### src/rtl/sdspi_pkg.sv
package sdspi_pkg;

   typedef enum logic [3:0] {
      ERR_NONE    = 4'd0,
      ERR_GOIDLE  = 4'd1,
      ERR_IFCOND  = 4'd2,
      ERR_OPCOND  = 4'd3,
      ERR_BLKLEN  = 4'd4,
      ERR_RDCMD   = 4'd5,
      ERR_TOKBAD  = 4'd6,
      ERR_TOKTIME = 4'd7
   } sd_err_e;

   typedef enum logic [2:0] {
      STEP_GOIDLE, STEP_IFCOND, STEP_APPCMD, STEP_OPCOND, STEP_BLKLEN, STEP_READ
   } sd_step_e;

   typedef enum logic [2:0] {
      PH_IDLE, PH_WAKE, PH_CMD, PH_R1, PH_R7, PH_TOKEN, PH_DATA, PH_CRC
   } sd_phase_e;

   localparam logic [7:0] FILL_BYTE  = 8'hFF;
   localparam logic [7:0] START_TOK  = 8'hFE;

   function automatic logic [7:0] frame_byte(input logic [5:0] idx, input logic [31:0] arg,
                                             input logic [7:0] chk, input logic [2:0] pos);
      case (pos)
         3'd0:    return 8'h40 | {2'b00, idx};
         3'd1:    return arg[31:24];
         3'd2:    return arg[23:16];
         3'd3:    return arg[15:8];
         3'd4:    return arg[7:0];
         default: return chk;
      endcase
   endfunction

   function automatic sd_err_e step_err(input sd_step_e s);
      case (s)
         STEP_GOIDLE: return ERR_GOIDLE;
         STEP_IFCOND: return ERR_IFCOND;
         STEP_BLKLEN: return ERR_BLKLEN;
         STEP_READ:   return ERR_RDCMD;
         default:     return ERR_OPCOND;
      endcase
   endfunction

endpackage

### src/rtl/sdspi_shifter.sv
module sdspi_shifter #(
   parameter int HW = 8
) (
   input  logic          clk,
   input  logic          rst_n,
   input  logic [HW-1:0] half,
   input  logic          start,
   input  logic [7:0]    tx,
   input  logic          miso,
   output logic          busy,
   output logic          done,
   output logic [7:0]    rx,
   output logic          sclk,
   output logic          mosi
);
   logic [HW-1:0] divc;
   logic [2:0]    bitn;
   logic [7:0]    txs;

   always_ff @(posedge clk or negedge rst_n) begin
      if (!rst_n) begin
         busy <= 1'b0;
         done <= 1'b0;
         sclk <= 1'b0;
         divc <= '0;
         bitn <= '0;
         txs  <= 8'hFF;
         rx   <= 8'hFF;
      end else begin
         done <= 1'b0;
         if (!busy) begin
            if (start) begin
               busy <= 1'b1;
               txs  <= tx;
               divc <= '0;
               bitn <= '0;
            end
         end else if (divc == half - HW'(1)) begin
            divc <= '0;
            if (!sclk) begin
               sclk <= 1'b1;
               rx   <= {rx[6:0], miso};
            end else begin
               sclk <= 1'b0;
               if (bitn == 3'd7) begin
                  busy <= 1'b0;
                  done <= 1'b1;
               end else begin
                  bitn <= bitn + 3'd1;
                  txs  <= {txs[6:0], 1'b1};
               end
            end
         end else begin
            divc <= divc + HW'(1);
         end
      end
   end

   assign mosi = busy ? txs[7] : 1'b1;

   AST_START_WHEN_IDLE: assert property (@(posedge clk) disable iff (!rst_n)
      start |-> !busy);
   AST_SCLK_LOW_IDLE: assert property (@(posedge clk) disable iff (!rst_n)
      !busy |-> !sclk);
   AST_DONE_ENDS_BYTE: assert property (@(posedge clk) disable iff (!rst_n)
      done |-> $fell(busy));
endmodule

### src/rtl/sdspi_seq.sv
module sdspi_seq
   import sdspi_pkg::*;
#(
   parameter int WAKE_BYTES  = 10,
   parameter int R1_TRIES    = 8,
   parameter int ACMD_TRIES  = 3000,
   parameter int TOKEN_TRIES = 1000,
   parameter int BLOCK_BYTES = 512
) (
   input  logic        clk,
   input  logic        rst_n,
   input  logic        init_req,
   input  logic        rd_req,
   input  logic [31:0] rd_addr,
   input  logic        sh_done,
   input  logic [7:0]  sh_rx,
   output logic        sh_start,
   output logic [7:0]  sh_tx,
   output logic        fast,
   output logic        cs_n,
   output logic        busy,
   output logic        done,
   output logic        err,
   output sd_err_e     err_code,
   output logic        card_v2,
   output logic [7:0]  rd_data,
   output logic        rd_valid,
   output logic        rd_last
);
   localparam int M1   = (TOKEN_TRIES > BLOCK_BYTES) ? TOKEN_TRIES : BLOCK_BYTES;
   localparam int M2   = (WAKE_BYTES > R1_TRIES) ? WAKE_BYTES : R1_TRIES;
   localparam int MAXC = (M1 > M2) ? M1 : M2;
   localparam int CW   = $clog2(MAXC);
   localparam int AW   = $clog2(ACMD_TRIES + 1);

   sd_phase_e      ph;
   sd_step_e       step;
   logic [CW-1:0]  cnt;
   logic [AW-1:0]  acnt;
   logic [31:0]    addr;
   logic           pend;
   logic [5:0]     c_idx;
   logic [31:0]    c_arg;
   logic [7:0]     c_chk;

   always_comb begin
      c_arg = 32'd0;
      c_chk = FILL_BYTE;
      case (step)
         STEP_IFCOND: begin c_idx = 6'd8;  c_arg = 32'h0000_01AA; c_chk = 8'h87; end
         STEP_APPCMD: c_idx = 6'd55;
         STEP_OPCOND: begin c_idx = 6'd41; c_arg = 32'h4000_0000; end
         STEP_BLKLEN: begin c_idx = 6'd16; c_arg = 32'(BLOCK_BYTES); end
         STEP_READ:   begin c_idx = 6'd17; c_arg = addr; end
         default:     begin c_idx = 6'd0;  c_chk = 8'h95; end
      endcase
   end

   assign busy = (ph != PH_IDLE);

   always_ff @(posedge clk or negedge rst_n) begin
      if (!rst_n) begin
         ph <= PH_IDLE; step <= STEP_GOIDLE; cnt <= '0; acnt <= '0; addr <= '0;
         pend <= 1'b0; sh_start <= 1'b0; sh_tx <= FILL_BYTE; fast <= 1'b0; cs_n <= 1'b1;
         done <= 1'b0; err <= 1'b0; err_code <= ERR_NONE; card_v2 <= 1'b0;
         rd_data <= '0; rd_valid <= 1'b0; rd_last <= 1'b0;
      end else begin
         sh_start <= 1'b0;
         done     <= 1'b0;
         rd_valid <= 1'b0;
         rd_last  <= 1'b0;
         if (ph == PH_IDLE) begin
            if (init_req) begin
               ph <= PH_WAKE; cnt <= '0; acnt <= '0; fast <= 1'b0;
               err <= 1'b0; err_code <= ERR_NONE; card_v2 <= 1'b0;
            end else if (rd_req) begin
               ph <= PH_CMD; step <= STEP_READ; cnt <= '0; addr <= rd_addr;
               cs_n <= 1'b0; err <= 1'b0; err_code <= ERR_NONE;
            end
         end else if (!pend) begin
            sh_start <= 1'b1;
            sh_tx    <= (ph == PH_CMD) ? frame_byte(c_idx, c_arg, c_chk, cnt[2:0]) : FILL_BYTE;
            pend     <= 1'b1;
         end else if (sh_done) begin
            pend <= 1'b0;
            cnt  <= cnt + CW'(1);
            case (ph)
               PH_WAKE: if (cnt == CW'(WAKE_BYTES - 1)) begin
                  cs_n <= 1'b0; ph <= PH_CMD; step <= STEP_GOIDLE; cnt <= '0;
               end
               PH_CMD: if (cnt == CW'(5)) begin
                  ph <= PH_R1; cnt <= '0;
               end
               PH_R1: if (!sh_rx[7]) begin
                  cnt <= '0;
                  case (step)
                     STEP_GOIDLE: if (sh_rx == 8'h01) begin
                        step <= STEP_IFCOND; ph <= PH_CMD;
                     end else begin
                        ph <= PH_IDLE; cs_n <= 1'b1; done <= 1'b1; err <= 1'b1; err_code <= ERR_GOIDLE;
                     end
                     STEP_IFCOND: ph <= PH_R7;
                     STEP_APPCMD: begin step <= STEP_OPCOND; ph <= PH_CMD; end
                     STEP_OPCOND: if (!sh_rx[0]) begin
                        step <= STEP_BLKLEN; ph <= PH_CMD;
                     end else if (acnt == AW'(ACMD_TRIES - 1)) begin
                        ph <= PH_IDLE; cs_n <= 1'b1; done <= 1'b1; err <= 1'b1; err_code <= ERR_OPCOND;
                     end else begin
                        acnt <= acnt + AW'(1); step <= STEP_APPCMD; ph <= PH_CMD;
                     end
                     STEP_BLKLEN: begin
                        ph <= PH_IDLE; cs_n <= 1'b1; done <= 1'b1;
                        if (sh_rx == 8'h00) fast <= 1'b1;
                        else begin err <= 1'b1; err_code <= ERR_BLKLEN; end
                     end
                     default: if (sh_rx == 8'h00) begin
                        ph <= PH_TOKEN;
                     end else begin
                        ph <= PH_IDLE; cs_n <= 1'b1; done <= 1'b1; err <= 1'b1; err_code <= ERR_RDCMD;
                     end
                  endcase
               end else if (cnt == CW'(R1_TRIES - 1)) begin
                  ph <= PH_IDLE; cs_n <= 1'b1; done <= 1'b1; err <= 1'b1; err_code <= step_err(step);
               end
               PH_R7: if (cnt == CW'(3)) begin
                  card_v2 <= (sh_rx == 8'hAA); step <= STEP_APPCMD; ph <= PH_CMD; cnt <= '0;
               end
               PH_TOKEN: if (sh_rx == START_TOK) begin
                  ph <= PH_DATA; cnt <= '0;
               end else if (sh_rx != FILL_BYTE) begin
                  ph <= PH_IDLE; cs_n <= 1'b1; done <= 1'b1; err <= 1'b1; err_code <= ERR_TOKBAD;
               end else if (cnt == CW'(TOKEN_TRIES - 1)) begin
                  ph <= PH_IDLE; cs_n <= 1'b1; done <= 1'b1; err <= 1'b1; err_code <= ERR_TOKTIME;
               end
               PH_DATA: begin
                  rd_data  <= sh_rx;
                  rd_valid <= 1'b1;
                  rd_last  <= (cnt == CW'(BLOCK_BYTES - 1));
                  if (cnt == CW'(BLOCK_BYTES - 1)) begin ph <= PH_CRC; cnt <= '0; end
               end
               default: if (cnt == CW'(1)) begin
                  ph <= PH_IDLE; cs_n <= 1'b1; done <= 1'b1;
               end
            endcase
         end
      end
   end

   AST_IDLE_CS_HIGH: assert property (@(posedge clk) disable iff (!rst_n)
      (ph == PH_IDLE) |-> cs_n);
   AST_FAST_AFTER_BLKLEN: assert property (@(posedge clk) disable iff (!rst_n)
      $rose(fast) |-> $past(step == STEP_BLKLEN));
   AST_VALID_HAS_CS: assert property (@(posedge clk) disable iff (!rst_n)
      rd_valid |-> !cs_n);
   AST_LAST_HAS_VALID: assert property (@(posedge clk) disable iff (!rst_n)
      rd_last |-> rd_valid);
   AST_DONE_PULSE: assert property (@(posedge clk) disable iff (!rst_n)
      done |=> !done);
   AST_ERR_HAS_CODE: assert property (@(posedge clk) disable iff (!rst_n)
      (done && err) |-> (err_code != ERR_NONE));
endmodule

### src/rtl/sdspi_engine.sv
module sdspi_engine
   import sdspi_pkg::*;
#(
   parameter int SLOW_HALF   = 157,
   parameter int FAST_HALF   = 2,
   parameter int WAKE_BYTES  = 10,
   parameter int R1_TRIES    = 8,
   parameter int ACMD_TRIES  = 3000,
   parameter int TOKEN_TRIES = 1000,
   parameter int BLOCK_BYTES = 512
) (
   input  logic        clk,
   input  logic        rst_n,
   input  logic        init_req,
   input  logic        rd_req,
   input  logic [31:0] rd_addr,
   output logic        busy,
   output logic        done,
   output logic        err,
   output logic [3:0]  err_code,
   output logic        card_v2,
   output logic [7:0]  rd_data,
   output logic        rd_valid,
   output logic        rd_last,
   output logic        spi_cs_n,
   output logic        spi_sclk,
   output logic        spi_mosi,
   input  logic        spi_miso
);
   localparam int HW = $clog2(SLOW_HALF + 1);

   if (FAST_HALF < 1 || SLOW_HALF < FAST_HALF) begin : g_bad_div
      $error("divider: need 1 <= FAST_HALF <= SLOW_HALF");
   end
   if (R1_TRIES < 1 || TOKEN_TRIES < 1 || ACMD_TRIES < 1 || WAKE_BYTES < 1 || BLOCK_BYTES < 2) begin : g_bad_cnt
      $error("counts must be positive");
   end

   logic          fast, sh_start, sh_done;
   logic [7:0]    sh_tx, sh_rx;
   logic [HW-1:0] half;
   logic          sh_busy;
   sd_err_e       code;

   if (SLOW_HALF == FAST_HALF) begin : g_one_rate
      assign half = HW'(SLOW_HALF);
   end else begin : g_two_rate
      assign half = fast ? HW'(FAST_HALF) : HW'(SLOW_HALF);
   end

   sdspi_seq #(
      .WAKE_BYTES(WAKE_BYTES), .R1_TRIES(R1_TRIES), .ACMD_TRIES(ACMD_TRIES),
      .TOKEN_TRIES(TOKEN_TRIES), .BLOCK_BYTES(BLOCK_BYTES)
   ) u_seq (
      .clk(clk), .rst_n(rst_n), .init_req(init_req), .rd_req(rd_req), .rd_addr(rd_addr),
      .sh_done(sh_done), .sh_rx(sh_rx), .sh_start(sh_start), .sh_tx(sh_tx), .fast(fast),
      .cs_n(spi_cs_n), .busy(busy), .done(done), .err(err), .err_code(code),
      .card_v2(card_v2), .rd_data(rd_data), .rd_valid(rd_valid), .rd_last(rd_last)
   );

   sdspi_shifter #(.HW(HW)) u_shift (
      .clk(clk), .rst_n(rst_n), .half(half), .start(sh_start), .tx(sh_tx), .miso(spi_miso),
      .busy(sh_busy), .done(sh_done), .rx(sh_rx), .sclk(spi_sclk), .mosi(spi_mosi)
   );

   assign err_code = code;

   AST_BYTE_ONLY_WHEN_BUSY: assert property (@(posedge clk) disable iff (!rst_n)
      sh_busy |-> busy);
endmodule

### config.mk
export PLATFORM = sky130hd
export DESIGN_NAME = sdspi_engine
export DESIGN_NICKNAME = d
export VERILOG_FILES = /design/src/rtl/sdspi_pkg.sv /design/src/rtl/sdspi_shifter.sv /design/src/rtl/sdspi_seq.sv /design/src/rtl/sdspi_engine.sv
export SDC_FILE = /design/constraint.sdc
export NUM_CORES = 1
export LEC_CHECK = 0
export ABC_AREA = 1
export CORE_AREA = 2 2 114 116
export DETAILED_ROUTE_END_ITERATION = 10
export DIE_AREA = 0 0 116 118
export PLACE_DENSITY_LB_ADDON = 0.08
export SYNTH_ARGS = -nofsm -noshare
export SYNTH_HDL_FRONTEND = slang
export SYNTH_SLANG_ARGS = --single-unit
### constraint.sdc
create_clock -name clk -period 1.8 [get_ports clk]
set_clock_uncertainty 0.2 [all_clocks]
set_input_delay 0.27 -clock clk [delete_from_list [all_inputs] [get_ports clk]]
set_output_delay 0.27 -clock clk [all_outputs]
set_load 0.02 [all_outputs]
==> results.py <==
metrics = {
    "pwr": {
        "p_leak_nw": 5.10,
        "p_total_mw": 16.4,
        "ir_drop_v": 0.00119,
        "power.density_nw_per_um2": 1560,
    },
    "die": {
        "rows": 41,
        "ioPinCount": 58,
        "coreArea_um2": 12400,
        "dieHeight_um": 118,
        "start_util_pct": 52.3,
        "dieArea_um2": 13700,
        "die_w_um": 116,
    },
    "global_route": {
        "antenna_found_initial": 0,
        "gr-max-usage-layer": "met2",
        "use_met3_pct": 7.52,
        "globalRouteMet2Util_pct": 47.6,
        "grt_usage_pct": 29.4,
        "grt_use_met1_pct": 37.0,
        "grt_max_degree": 44,
        "grt_pass1_vias": 6731,
        "overflow": 0,
        "grt_pass1_wl_um": 31600,
    },
    "timing": {
        "finalSetupViolations": 73,
        "rsz0062_at_grt": "true",
        "tns_ns": -8.23,
        "period_share_pct": 113,
        "finalHoldViolCount": 0,
        "setup_slack_ns": -0.233,
        "max_freq_mhz": 492,
        "fin_crit_ns": 2.03,
        "slew_violations": 0,
    },
    "synthesis": {
        "synth_cell_types": 47,
        "ys_ff_latch": 118,
        "syn_area_per_cell_um2": 7.90,
        "netlist.top_cell.by_area": "dfrtp_1",
        "async_flop_share_pct": 100,
        "synth_xor_area_share_pct": 2.29,
        "synth_edf_count": 0,
        "synth-simple-area-share_pct": 27.7,
        "synth_top_area_share_pct": 35.8,
        "synthCells": 822,
        "synthAdderAreaFrac_pct": 1.73,
        "yosysSeqAreaShare_pct": 46.0,
        "syn-num-nets": 868,
        "synth_top_family_by_area": "simple AND/OR/NAND/NOR gates",
        "synth_ff_type": "dfrtp_1",
        "syn_area_um2": 6490,
        "synth_compound_area_share_pct": 10.5,
        "yosysWarnings": 0,
        "yosys-mux-area-fraction_pct": 3.82,
        "synth_area_leaders": "dfrtp_1 (36%), nand2_1 (12%), dfstp_2 (10%), nor2_1 (5.8%), inv_1 (5.3%)",
    },
    "worst_setup_path": {
        "worstReg2RegStart": "u_seq.cnt[1]",
        "worst_setup_path_end_kind": "flip-flop",
        "worstSetupPathType": "reg2reg",
        "worstSetupStartpointType": "flip-flop",
        "path_max_fanout": 5,
        "crit_start": "u_seq.cnt[1]",
        "cp.required_ns": 1.91,
        "crit_arrival_ns": 2.14,
    },
    "route": {
        "drcViolationCount": 0,
        "viasPerCell": 5.52,
        "antenna_left": 0,
        "wl_um": 22100,
        "dr.pass1.iters": 7,
        "via_count": 6920,
        "wl_per_cell_um": 17.6,
        "drt_iter0_drc": 493,
    },
    "cts": {
        "clk_pin_slew_ns": 0.06,
        "cts_tree": "built",
        "cts_max_path_buffers": 2,
        "insertion_delay_ns": 0.44,
        "htreeDepth": 4,
        "cts-root-buf": "clkbuf_16",
        "clock-sinks": 118,
        "cts_buffers": 17,
    },
    "run": {
        "cap_violations": 0,
    },
    "placement": {
        "port_buffers": 56,
        "place.gp.congestion": 0.943,
        "dpl-instance-area_um2": 8370,
        "post-dp-hpwl_um": 13700,
    },
    "finish": {
        "mostFrequentLayoutCell": "buf_4",
        "antenna_cells": 0,
        "area_delta_synth_final_pct": 61.4,
        "fin_nets": 1115,
        "fill_cells": 734,
        "fin_area_um2": 10500,
        "final_cell_mix": "buf_4 (153), nand2_1 (139), dfrtp_1 (87), inv_1 (78), nor2_1 (57)",
        "seqCellArea_um2": 2990,
        "multi_input_area_um2": 3910,
        "drive_gt1_share_pct": 45.7,
    },
    "run_status": {
        "run_status": "finished with violations",
        "violations": "setup timing",
    },
    "min_path": {
        "holdCritPathClass": "in2async",
    },
}
==> report_power, final <==
group	internal, mW	total, mW	switching (mW)	leakage, nW
Sequential	3.68	4.30	0.624	1.44
Combinational	3.51	7.84	4.33	3.31
Clock	2.95	4.22	1.27	0.351
Total	10.1	16.4	6.23	5.10
==> through the flow <==
step / hold slack, ns / utilization (%) / worst slack (ns) / instances
6_report: 0.0967 / 84.4 / -0.233 / 1254
5_1_grt: 0.132 / 84.4 / -0.343 / 1254
4_1_cts: 0.0998 / 77.6 / -0.170 / 1233
3_5_place_dp: 0.00494 / 67.4 / -0.221 / 1182
3_3_place_gp: -0.000606 / 67.4 / -0.162 / 1182
2_1_floorplan: -0.226 / - / -0.00551 / 822
==> routing by layer <==
layer  part of all wire [%]  vias to the layer above
li1                       -                     3164
met1                     40                     3383
met2                     51                      293
met3                    6.3                       80
met4                    3.2                        0
met5                      0                        -
==> final cells by class <==
| class | instances | share of cell area (%) |
|---|---|---|
| multi-input cells | 585 | 37.4 |
| well taps | 172 | 2.05 |
| repair inverters | 1 | 0.0836 |
| inverters | 99 | 3.98 |
| flip-flops and latches | 118 | 28.6 |
| repair buffers | 247 | 21.0 |
| clock inverters | 12 | 2.58 |
| clock buffers | 20 | 4.36 |
==> cell families (layout without fill, tap and decap cells) <==
group                      Yosys count  in the layout
and+or+nand+nor                    410            410
xor gates and xnor gates            17             17
buffers and inverters              119            379
muxes                               22             22
DFF                                118            118
AOI/OAI and AO/OA                  126            126
other                                1              1
adders and majority gates            9              9
==> Yosys cell counts, types with 2 or more instances <==
| library cell | number |
|---|---|
| inv_4 | 2 |
| buf_2 | 4 |
| mux2_2 | 21 |
| dfrtp_1 | 93 |
| or2_2 | 2 |
| o21ai_2 | 3 |
| clkbuf_1 | 7 |
| o22ai_1 | 5 |
| buf_6 | 4 |
| nor4_1 | 2 |
| nand3b_1 | 3 |
| dfstp_2 | 25 |
| nand3_1 | 44 |
| nor2_4 | 5 |
| nor2_2 | 3 |
| xnor2_1 | 3 |
| inv_2 | 3 |
| nand2_2 | 4 |
| nand2_4 | 4 |
| inv_1 | 92 |
| nor3_1 | 17 |
| xor2_1 | 14 |
| nand4_1 | 18 |
| buf_4 | 4 |
| o21ai_0 | 52 |
| a31oi_1 | 3 |
| nand2_1 | 205 |
| o211ai_1 | 3 |
| nor2_1 | 100 |
| o21ai_1 | 9 |
| a21oi_1 | 44 |
| ha_1 | 9 |
==> worst paths after layout <==
| path | end | slack, ns | depth (start not counted) |
|---|---|---|---|
| setup / recovery | u_seq.step[1] | -0.23 | 12 |
| hold / removal | u_seq.addr[17] | 0.1 | 2 |
| setup reg to reg | u_seq.step[1] | -0.23 | 12 |
| hold reg to reg | u_seq.cs_n | 0.26 | 2 |
| max in group asynchronous | u_seq.cs_n | 0.70 | 3 |
| min in group clk | u_seq.addr[31] | 0.25 | 2 |
==> state kept, by name, indices dropped and copies added, names as in the netlist, 3 cells and up <==
name	cells
u_seq.addr	32
u_seq.acnt	12
u_seq.cnt	10
u_seq.rd_data	8
u_seq.sh_tx	8
u_shift.divc	8
u_shift.rx	8
u_shift.txs	8
u_seq.err_code	3
u_seq.ph	3
u_seq.step	3
u_shift.bitn	3
==> critical path: stages (launching register included) <==
cell and delay [ns]:
dfrtp_2 0.45, inv_2 0.10, ha_4 0.14, inv_4 0.04
nor2_4 0.13, nand2_4 0.08, buf_6 0.12, o21bai_4 0.11
nand4_1 0.12, nor2_2 0.15, nand2_2 0.11, nand2_1 0.09
o21ai_1 0.06
==> timing repair <==
item	4_1_cts	5_1_grt
endpoints found under the setup margin	75	109
hold endpoints to repair	109	0
pin swaps	38	74
resized for setup	152	196
setup buffers	19	20
gates cloned	0	5
hold buffers	1	0
Note: power is estimated with default switching activity, not from simulation.
